==> src/rtl/be_lane_lsu_pkg.sv <==
package be_lane_lsu_pkg;
  localparam int unsigned BYTE_W = 8;
  localparam int unsigned OPC_W  = 6;

  localparam logic [OPC_W-1:0] OPC_LDW = 6'd35;
  localparam logic [OPC_W-1:0] OPC_STW = 6'd43;
  localparam logic [OPC_W-1:0] OPC_LDB = 6'd32;
  localparam logic [OPC_W-1:0] OPC_STB = 6'd40;

  typedef enum logic [2:0] {
    ACC_NONE = 3'd0,
    ACC_LDB  = 3'd1,
    ACC_LDW  = 3'd2,
    ACC_STB  = 3'd3,
    ACC_STW  = 3'd4
  } acc_e;
endpackage

==> src/rtl/be_lane_lsu_rstsync.sv <==
module be_lane_lsu_rstsync #(
  parameter int unsigned STAGES = 2
) (
  input  logic clk,
  input  logic rst_n,
  output logic rst_sync_n
);
  logic [STAGES-1:0] chain_q;
  logic [STAGES-1:0] chain_d;

  always_comb begin
    chain_d = {chain_q[STAGES-2:0], 1'b1};
  end

  always_ff @(posedge clk or negedge rst_n) begin
    if (!rst_n) chain_q <= '0;
    else        chain_q <= chain_d;
  end

  assign rst_sync_n = chain_q[STAGES-1];
endmodule

==> src/rtl/be_lane_lsu_agen.sv <==
module be_lane_lsu_agen
  import be_lane_lsu_pkg::*;
#(
  parameter int unsigned ADDR_W    = 32,
  parameter int unsigned OFF_W     = 16,
  parameter int unsigned LANE_BITS = 2
) (
  input  logic                 valid,
  input  logic [OPC_W-1:0]     opcode,
  input  logic [ADDR_W-1:0]    base,
  input  logic [OFF_W-1:0]     offset,
  output acc_e                 kind,
  output logic [ADDR_W-1:0]    eff_addr,
  output logic [LANE_BITS-1:0] lane,
  output logic                 misaligned,
  output logic                 issue
);
  localparam int unsigned EXT_W = ADDR_W - OFF_W;

  logic is_word;

  always_comb begin
    kind = ACC_NONE;
    if (valid) begin
      unique case (opcode)
        OPC_LDW: kind = ACC_LDW;
        OPC_STW: kind = ACC_STW;
        OPC_LDB: kind = ACC_LDB;
        OPC_STB: kind = ACC_STB;
        default: kind = ACC_NONE;
      endcase
    end
  end

  assign eff_addr   = base + {{EXT_W{offset[OFF_W-1]}}, offset};
  assign lane       = eff_addr[LANE_BITS-1:0];
  assign is_word    = (kind == ACC_LDW) || (kind == ACC_STW);
  assign misaligned = is_word && (lane != '0);
  assign issue      = (kind != ACC_NONE) && !misaligned;
endmodule

==> src/rtl/be_lane_lsu_wlane.sv <==
module be_lane_lsu_wlane
  import be_lane_lsu_pkg::*;
#(
  parameter int unsigned DATA_W    = 32,
  parameter int unsigned LANE_BITS = 2
) (
  input  logic                 issue,
  input  acc_e                 kind,
  input  logic [LANE_BITS-1:0] lane,
  input  logic [DATA_W-1:0]    src,
  output logic [DATA_W/BYTE_W-1:0] we,
  output logic [DATA_W-1:0]    wdata
);
  localparam int unsigned BYTES = DATA_W / BYTE_W;

  for (genvar g = 0; g < BYTES; g++) begin : g_lane
    localparam logic [LANE_BITS-1:0] MY_OFS = LANE_BITS'(BYTES - 1 - g);
    logic hit_byte;
    assign hit_byte = (kind == ACC_STB) && (lane == MY_OFS);
    assign we[g] = issue && ((kind == ACC_STW) || hit_byte);
    assign wdata[g*BYTE_W +: BYTE_W] =
      (kind == ACC_STW) ? src[g*BYTE_W +: BYTE_W] : src[BYTE_W-1:0];
  end
endmodule

==> src/rtl/be_lane_lsu_rlane.sv <==
module be_lane_lsu_rlane
  import be_lane_lsu_pkg::*;
#(
  parameter int unsigned DATA_W    = 32,
  parameter int unsigned LANE_BITS = 2
) (
  input  logic [DATA_W-1:0]    rdata,
  input  logic [LANE_BITS-1:0] lane,
  input  logic                 byte_sel,
  output logic [DATA_W-1:0]    result
);
  localparam int unsigned BYTES = DATA_W / BYTE_W;
  localparam int unsigned EXT_W = DATA_W - BYTE_W;

  logic [BYTE_W-1:0] picked;

  always_comb begin
    picked = '0;
    for (int k = 0; k < BYTES; k++) begin
      if (lane == LANE_BITS'(BYTES - 1 - k)) picked = rdata[k*BYTE_W +: BYTE_W];
    end
  end

  assign result = byte_sel ? {{EXT_W{picked[BYTE_W-1]}}, picked} : rdata;
endmodule

==> src/rtl/be_lane_lsu.sv <==
module be_lane_lsu
  import be_lane_lsu_pkg::*;
#(
  parameter int unsigned ADDR_W = 32,
  parameter int unsigned DATA_W = 32,
  parameter int unsigned OFF_W  = 16,
  parameter int unsigned SYNC_STAGES = 2,
  localparam int unsigned BYTES     = DATA_W / BYTE_W,
  localparam int unsigned LANE_BITS = $clog2(BYTES),
  localparam int unsigned WADDR_W   = ADDR_W - LANE_BITS
) (
  input  logic               clk,
  input  logic               rst_n,
  input  logic               req_valid,
  input  logic [OPC_W-1:0]   req_opcode,
  input  logic [ADDR_W-1:0]  req_base,
  input  logic [OFF_W-1:0]   req_offset,
  input  logic [DATA_W-1:0]  req_wdata,
  output logic               mem_en,
  output logic [WADDR_W-1:0] mem_addr,
  output logic [BYTES-1:0]   mem_we,
  output logic [DATA_W-1:0]  mem_wdata,
  input  logic [DATA_W-1:0]  mem_rdata,
  output logic               rsp_valid,
  output logic [DATA_W-1:0]  rsp_data,
  output logic               rsp_fault
);
  logic                 rst_sync_n;
  acc_e                 kind;
  logic [ADDR_W-1:0]    eff_addr;
  logic [LANE_BITS-1:0] lane;
  logic                 misaligned;
  logic                 issue;
  logic                 load_go;

  logic                 pend_q, pend_d;
  logic                 fault_q, fault_d;
  logic                 bsel_q, bsel_d;
  logic [LANE_BITS-1:0] lane_q, lane_d;

  be_lane_lsu_rstsync #(.STAGES(SYNC_STAGES)) u_rst (
    .clk        (clk),
    .rst_n      (rst_n),
    .rst_sync_n (rst_sync_n)
  );

  be_lane_lsu_agen #(
    .ADDR_W(ADDR_W), .OFF_W(OFF_W), .LANE_BITS(LANE_BITS)
  ) u_agen (
    .valid      (req_valid),
    .opcode     (req_opcode),
    .base       (req_base),
    .offset     (req_offset),
    .kind       (kind),
    .eff_addr   (eff_addr),
    .lane       (lane),
    .misaligned (misaligned),
    .issue      (issue)
  );

  be_lane_lsu_wlane #(.DATA_W(DATA_W), .LANE_BITS(LANE_BITS)) u_wlane (
    .issue (issue),
    .kind  (kind),
    .lane  (lane),
    .src   (req_wdata),
    .we    (mem_we),
    .wdata (mem_wdata)
  );

  assign mem_en   = issue;
  assign mem_addr = eff_addr[ADDR_W-1:LANE_BITS];
  assign load_go  = issue && ((kind == ACC_LDW) || (kind == ACC_LDB));

  always_comb begin
    pend_d  = load_go;
    fault_d = misaligned;
    lane_d  = lane_q;
    bsel_d  = bsel_q;
    if (load_go) begin
      lane_d = lane;
      bsel_d = (kind == ACC_LDB);
    end
  end

  always_ff @(posedge clk or negedge rst_sync_n) begin
    if (!rst_sync_n) begin
      pend_q  <= 1'b0;
      fault_q <= 1'b0;
      lane_q  <= '0;
      bsel_q  <= 1'b0;
    end else begin
      pend_q  <= pend_d;
      fault_q <= fault_d;
      lane_q  <= lane_d;
      bsel_q  <= bsel_d;
    end
  end

  be_lane_lsu_rlane #(.DATA_W(DATA_W), .LANE_BITS(LANE_BITS)) u_rlane (
    .rdata    (mem_rdata),
    .lane     (lane_q),
    .byte_sel (bsel_q),
    .result   (rsp_data)
  );

  assign rsp_valid = pend_q;
  assign rsp_fault = fault_q;
endmodule

==> config.mk <==
export PLATFORM = sky130hd
export DESIGN_NAME = be_lane_lsu
export DESIGN_NICKNAME = d
export VERILOG_FILES = /design/src/rtl/be_lane_lsu_pkg.sv /design/src/rtl/be_lane_lsu_rstsync.sv /design/src/rtl/be_lane_lsu_agen.sv /design/src/rtl/be_lane_lsu_wlane.sv /design/src/rtl/be_lane_lsu_rlane.sv /design/src/rtl/be_lane_lsu.sv
export SDC_FILE = /design/constraint.sdc
export NUM_CORES = 1
export LEC_CHECK = 0
export BUFFER_PORTS_ARGS = -buffer_cell sky130_fd_sc_hd__clkbuf_2
export CORE_MARGIN = 3
export CORE_UTILIZATION = 40
export CTS_BUF_LIST = sky130_fd_sc_hd__clkbuf_2 sky130_fd_sc_hd__clkbuf_4 sky130_fd_sc_hd__clkbuf_8
export CTS_CLUSTER_SIZE = 20
export DETAILED_ROUTE_END_ITERATION = 7
export PLACE_DENSITY = 0.8
export SYNTH_ARGS = -nofsm -noshare
export SYNTH_HDL_FRONTEND = slang
export SYNTH_HIERARCHICAL = 1
export SYNTH_SLANG_ARGS = --single-unit
==> constraint.sdc <==
create_clock -name clk -period 5.8 [get_ports clk]
set_input_delay 0.87 -clock clk [delete_from_list [all_inputs] [get_ports clk]]
set_output_delay 0.87 -clock clk [all_outputs]
set_load 0.1 [all_outputs]
# Yosys cells after proc, flatten, opt, wreduce, memory -nomap -nowiden
# Index checks and enable logic that the tools add are counted.
# word_totals
ff_bits,7
output_inout_bits,101
# op_classes
addsub,1
n_eq_ne,14
n_mux,10
reduce_logical,22
# ops
cell,count
2-to-1 mux 8 bit,7
adder 32 bit,1
2-to-1 mux 32 bit,1
"equality test 6 bit, second input constant",4
one-hot mux 3 bit (4 select lines),1
logical AND 1 bit,11
"equality test 2 bit, second input constant",4
"equality test 3 x 2 -> 1 bit, second input constant",2
logical OR 1 bit,6
"equality test 2 x 1 -> 1 bit, second input constant",2
logical NOT 2 bit,2
"equality test 3 x 1 -> 1 bit, second input constant",1
"equality test 3 bit, second input constant",1
2-to-1 mux 3 bit,1
nonzero test 3 bit,1
nonzero test 2 bit,1
logical NOT 1 bit,1

# Logic depth before layout (Yosys ltp)
# depth
ltp_word,9
depth_mapped,10
ltp_nobuf,10

# Hierarchy
# The synthesis kept the hierarchy.
# by_module_without_submodules
mod,instances,cells_each,area_per_inst_um2,seq_area_each_um2
be_lane_lsu_agen,1,251,1838.0,0.0
be_lane_lsu_rlane,1,105,634.4,0.0
be_lane_lsu_wlane,1,44,432.9,0.0
be_lane_lsu,1,14,191.4,125.1
be_lane_lsu_rstsync,1,3,53.8,50.0

# Worst setup path after synthesis
# Ideal clock, no wire load.
# synth_timing
path_kind,in2out
start,input port req_offset[0]
end,output port mem_we[0]
t_arrival_ps,5779
required_ps,4930
setup_slack_ps,-849
cell_stages,9
n_path_buf,0
cell_sequence,ha_1 -> inv_1 -> fa_1 -> inv_1 -> nor2_1 -> nand3_1 -> a21oi_1 -> nand2_1 -> o21ai_0
# synth_via
elab_chain_len,6
# synth_rtl
element,line,rtl
from (decl),be_lane_lsu.sv:17,"input logic [OFF_W-1:0] req_offset,"
adder 32 bit,be_lane_lsu_agen.sv:35,"assign eff_addr = base + {{EXT_W{offset[OFF_W-1]}}, offset};"
via eff_addr[1],be_lane_lsu.sv:30,logic [ADDR_W-1:0] eff_addr;
nonzero test 2 bit,be_lane_lsu_agen.sv:38,assign misaligned = is_word && (lane != '0);
logical AND 1 bit,be_lane_lsu_agen.sv:38,
logical NOT 1 bit,be_lane_lsu_agen.sv:39,assign issue = (kind != ACC_NONE) && !misaligned;
logical AND 1 bit,be_lane_lsu_agen.sv:39,
via mem_en,be_lane_lsu.sv:19,"output logic mem_en,"
logical AND 1 bit,be_lane_lsu_wlane.sv:20,assign we[g] = issue && ((kind == ACC_STW) || hit_byte);
to (decl),be_lane_lsu.sv:21,"output logic [BYTES-1:0] mem_we,"
# The timed path passes the listed nets, and every way through them passes these cells.

# Final worst setup path
# layout_timing
start,input port req_offset[15]
end,output port mem_addr[27]
# layout_via
elab_chain_len,1
# layout_rtl
element,line,rtl
adder 32 bit,be_lane_lsu_agen.sv:35,
to (decl),be_lane_lsu.sv:20,"output logic [WADDR_W-1:0] mem_addr,"
# Every way passes these cells.

==> summary.txt <==
Synth
  – Post-synth top area share: 0.1231
  – Synth warnings: 6
  – Top cells by area, synth: ha_1, mux2_2, o21ai_0
  – Cell taking the most area after synthesis: ha_1
  – Sequential share of the synthesized area: 0.05560
  – Post-synthesis cell type count: 66
  – Net Count, Synth: 570
  – Yosys reg bits: 7
  – Asr flop ratio synth: 1.000
  – EDFF count, synth: 0
  – Main synth FF type: dfrtp_1
  – Synth Instances: 417
  – Post-synthesis cell area: 3151 um2
  – Avg Inst Size Synth: 7.555 um2

Final layout
  – N_diodes: 0
  – Nets: 765
  – Share of cells above drive strength 1: 0.4484
  – Synth-to-Final Area Change: 33.88%
  – Final core utilization: 0.5664

Timing
  – Period utilization: 0.7813
  – Final Skew: 0.002800 ns
  – Slew HR: 0.2982
  – Peak Freq: 220.7 MHz
  – Worst-Margin Slew: 1.052 ns
  – Final WS setup: 1.269 ns
  – Count of pins over their slew limit: 0
  – # setup viols final: 0
  – Final Hold Fails: 0
  – Tmin final: 4.531 ns
  – Final TNS setup: 0 ns
  – Unrepaired setup endpoints after global routing: false

Routing
  – Remaining DRCs: 0
  – Via Count: 3,813
  – First DRT Iteration DRCs: 154
  – Drt wl/cell: 15.28 um
  – Vias/cell: 5.370
  – Routed Antenna Nets: 0
  – Pre-antenna DRT Iters: 5
  – Final wirelength: 10,850 um

Die
  – Core area: 7447 um2
  – Die area: 8978 um2
  – Starting density of the core: 0.4231
  – Number of top-level pins: 222
  – Die height: 94.75 um
  – Site Rows: 31
  – Horiz. Die Dim: 94.75 um

Worst setup path
  – WS Path Type: in2out
  – Slowest CP cell: ha_1
  – Critical Path RT: 4.93 ns
  – Most Frequent Cell on Critical Path: clkbuf_2
  – Crit. End Element: output pin
  – Worst path max stage delay: 0.56 ns
  – Worst setup SP type: primary input
  – CP Cell Sequence: clkbuf_2, ha_1, nand4_1, nor2_1, or4b_1, o2111ai_1, o211ai_1, xnor2_1, clkbuf_2
  – Critical-path maximum fanout: 17
  – Arrival @ worst endpoint: 3.66 ns

Power and ir drop
  – Max VDD drop: 0.2053 mV
  – Internal power: 0.2818 mW
  – Combinational share of power: 0.877
  – Sequential share of power: 0.052
  – Tot Pwr: 1.025 mW
  – Switching power total: 0.7434 mW
  – Clk pwr share: 0.071
  – Switching share of power: 0.7251
  – P per Cell Area: 243.1 nW/um2
  – Pleak: 2.243 nW

Clock network
  – Clock Latency Late Sink: 0.23 ns
  – TritonCTS clock tree: built
  – Clock Pin Slew Worst Setup and Hold Paths: 0.04 ns
  – Hold_buf cts: 0
  – Clock sink total: 7
  – CTS Buf Count: 3
  – Clock Tree Buf Depth: 2
  – Number of H-tree levels: 1
  – Total setup buffers inserted after CTS: 0
  – Post-CTS sizing: 0
  – Root Driver: clkbuf_8

Job
  – Number of max-cap violations: 0

Placement
  – DP HPWL: 9262 um
  – Port Buffers: 221
  – GP Congestion: 0.9016
  – Setup WS pre-CTS: 1.298 ns

GRT
  – First-pass GRT wire length: 16,270 um
  – Largest net degree at the start of global routing: 38
  – Initial antenna violation count: 0
  – Aggregate global-route resource usage: 0.2215
  – Grt ovf: 0
  – Vias in the first global route: 3,533

Outcome
  – Status: finished, final reports clean

Hold path
  – Type of the tightest min-delay check: reg2async
-- sequential cells by signal (all words and copies together) (netlist names) --
register,cells
lane_q,2
u_rst/chain_q,2
bsel_q,1
rsp_fault,1
rsp_valid,1
-- layout by cell type, fill, tap and decap left out, types with 5 or more instances in the layout --
cell type  netlist  routed
clkbuf_2         3     221
inv_1           45      45
o21ai_0         41      39
ha_1            31      31
a21oi_1         27      26
mux2_2          25      25
nor2_1          21      21
xnor2_1         21      21
nand2_1         20      20
a21o_1          18      18
xor2_1           9       9
nand3_1          9       9
a31oi_1          8       8
mux2i_1          8       8
dfrtp_1          7       7
a22o_1           7       7
o22ai_1          7       7
nor2b_1          6       6
o21ai_1          4       6
nand2b_1         5       5
-- worst max-delay path: cells and delay by family --
family / cells / cell delay [ns]
AO/OA/AOI/OAI: 2 / 0.34
XOR/XNOR: 1 / 0.17
adder cells (fa/ha/maj): 1 / 0.56
buffers and inverters: 2 / 0.76
AND/OR/NAND/NOR: 3 / 0.96
-- synth_stat cells (all sizes together) (2+ instances only) --
library cell / instances
inv: 45
o21ai: 45
ha: 31
a21oi: 30
mux2: 28
buf: 22
nand2: 21
nor2: 21
xnor2: 21
a21o: 18
a31oi: 9
clkbuf: 9
nand3: 9
xor2: 9
mux2i: 8
a22o: 7
dfrtp: 7
o22ai: 7
nor2b: 6
o21bai: 6
nand2b: 5
and2: 4
nand4: 4
nor3: 4
or2: 4
o211ai: 3
o31ai: 3
a211oi: 2
a221o: 2
a41oi: 2
and3: 2
nand4bb: 2
o21a: 2
-- metal layers --
layer | vias to the layer above | share of wire | GRT usage
met5 | - | 0 | 0
met3 | 16 | 0.085 | 0.03745
met4 | 0 | 0.016 | 0.06010
met2 | 173 | 0.51 | 0.4063
met1 | 1743 | 0.39 | 0.2635
li1 | 1881 | - | -
-- power groups by stage --
stage	clock network, mW	registers (mW)	logic (mW)
finish	0.0727	0.0537	0.899
global route	0.0787	0.0541	0.937
global placement	0	0.0542	0.890
floorplan	0	0.0522	0.765
detailed placement	0	0.0543	0.896
CTS	0.0751	0.0537	0.899
-- cell type report --
cell class              count  area (um2)
repair buffers            221        1106
flip-flops and latches      7       175.2
inverters                  45       168.9
clock buffers               4       48.80
multi-input cells         334        2595
well taps                  99       123.9
fillers                   694        3229
-- worst paths after layout --
| path | cells past startpoint | endpoint | startpoint | slack, ns |
|---|---|---|---|---|
| min in group clk | 0 | u_rst/chain_q[1] | u_rst/chain_q[0] | 0.35 |
| min | 0 | rsp_valid | u_rst/chain_q[1] | 0.07 |
| max reg2reg | 2 | bsel_q | bsel_q | 4.45 |
| min reg2reg | 0 | rsp_valid | u_rst/chain_q[1] | 0.07 |
| max in group asynchronous | 1 | u_rst/chain_q[0] | rst_n | 5.28 |
| max | 9 | mem_addr[27] | req_offset[15] | 1.27 |
-- per-stage QoR --
step	instances	hold slack, ns	cell area [um2]
CTS	710	0.07039	4218
detailed placement	706	0.06935	4169
global route	710	0.07984	4218
floorplan	417	0.05406	3154
global placement	706	0.06825	4169
finish	710	0.06555	4218
-- cell families (layout without fill, tap and decap cells) --
family | after synthesis | in the layout | share of synthesized area
AOI/OAI and AO/OA | 146 | 146 | 0.3284
and+or+nand+nor | 89 | 89 | 0.1533
buffers and inverters | 76 | 270 | 0.1219
muxes | 36 | 36 | 0.1267
adders and majority gates | 32 | 32 | 0.1295
xor gates and xnor gates | 30 | 30 | 0.08340
DFF | 7 | 7 | 0.05560
other | 1 | 1 | 0.001190
Note: power is estimated with default switching activity, not from simulation.
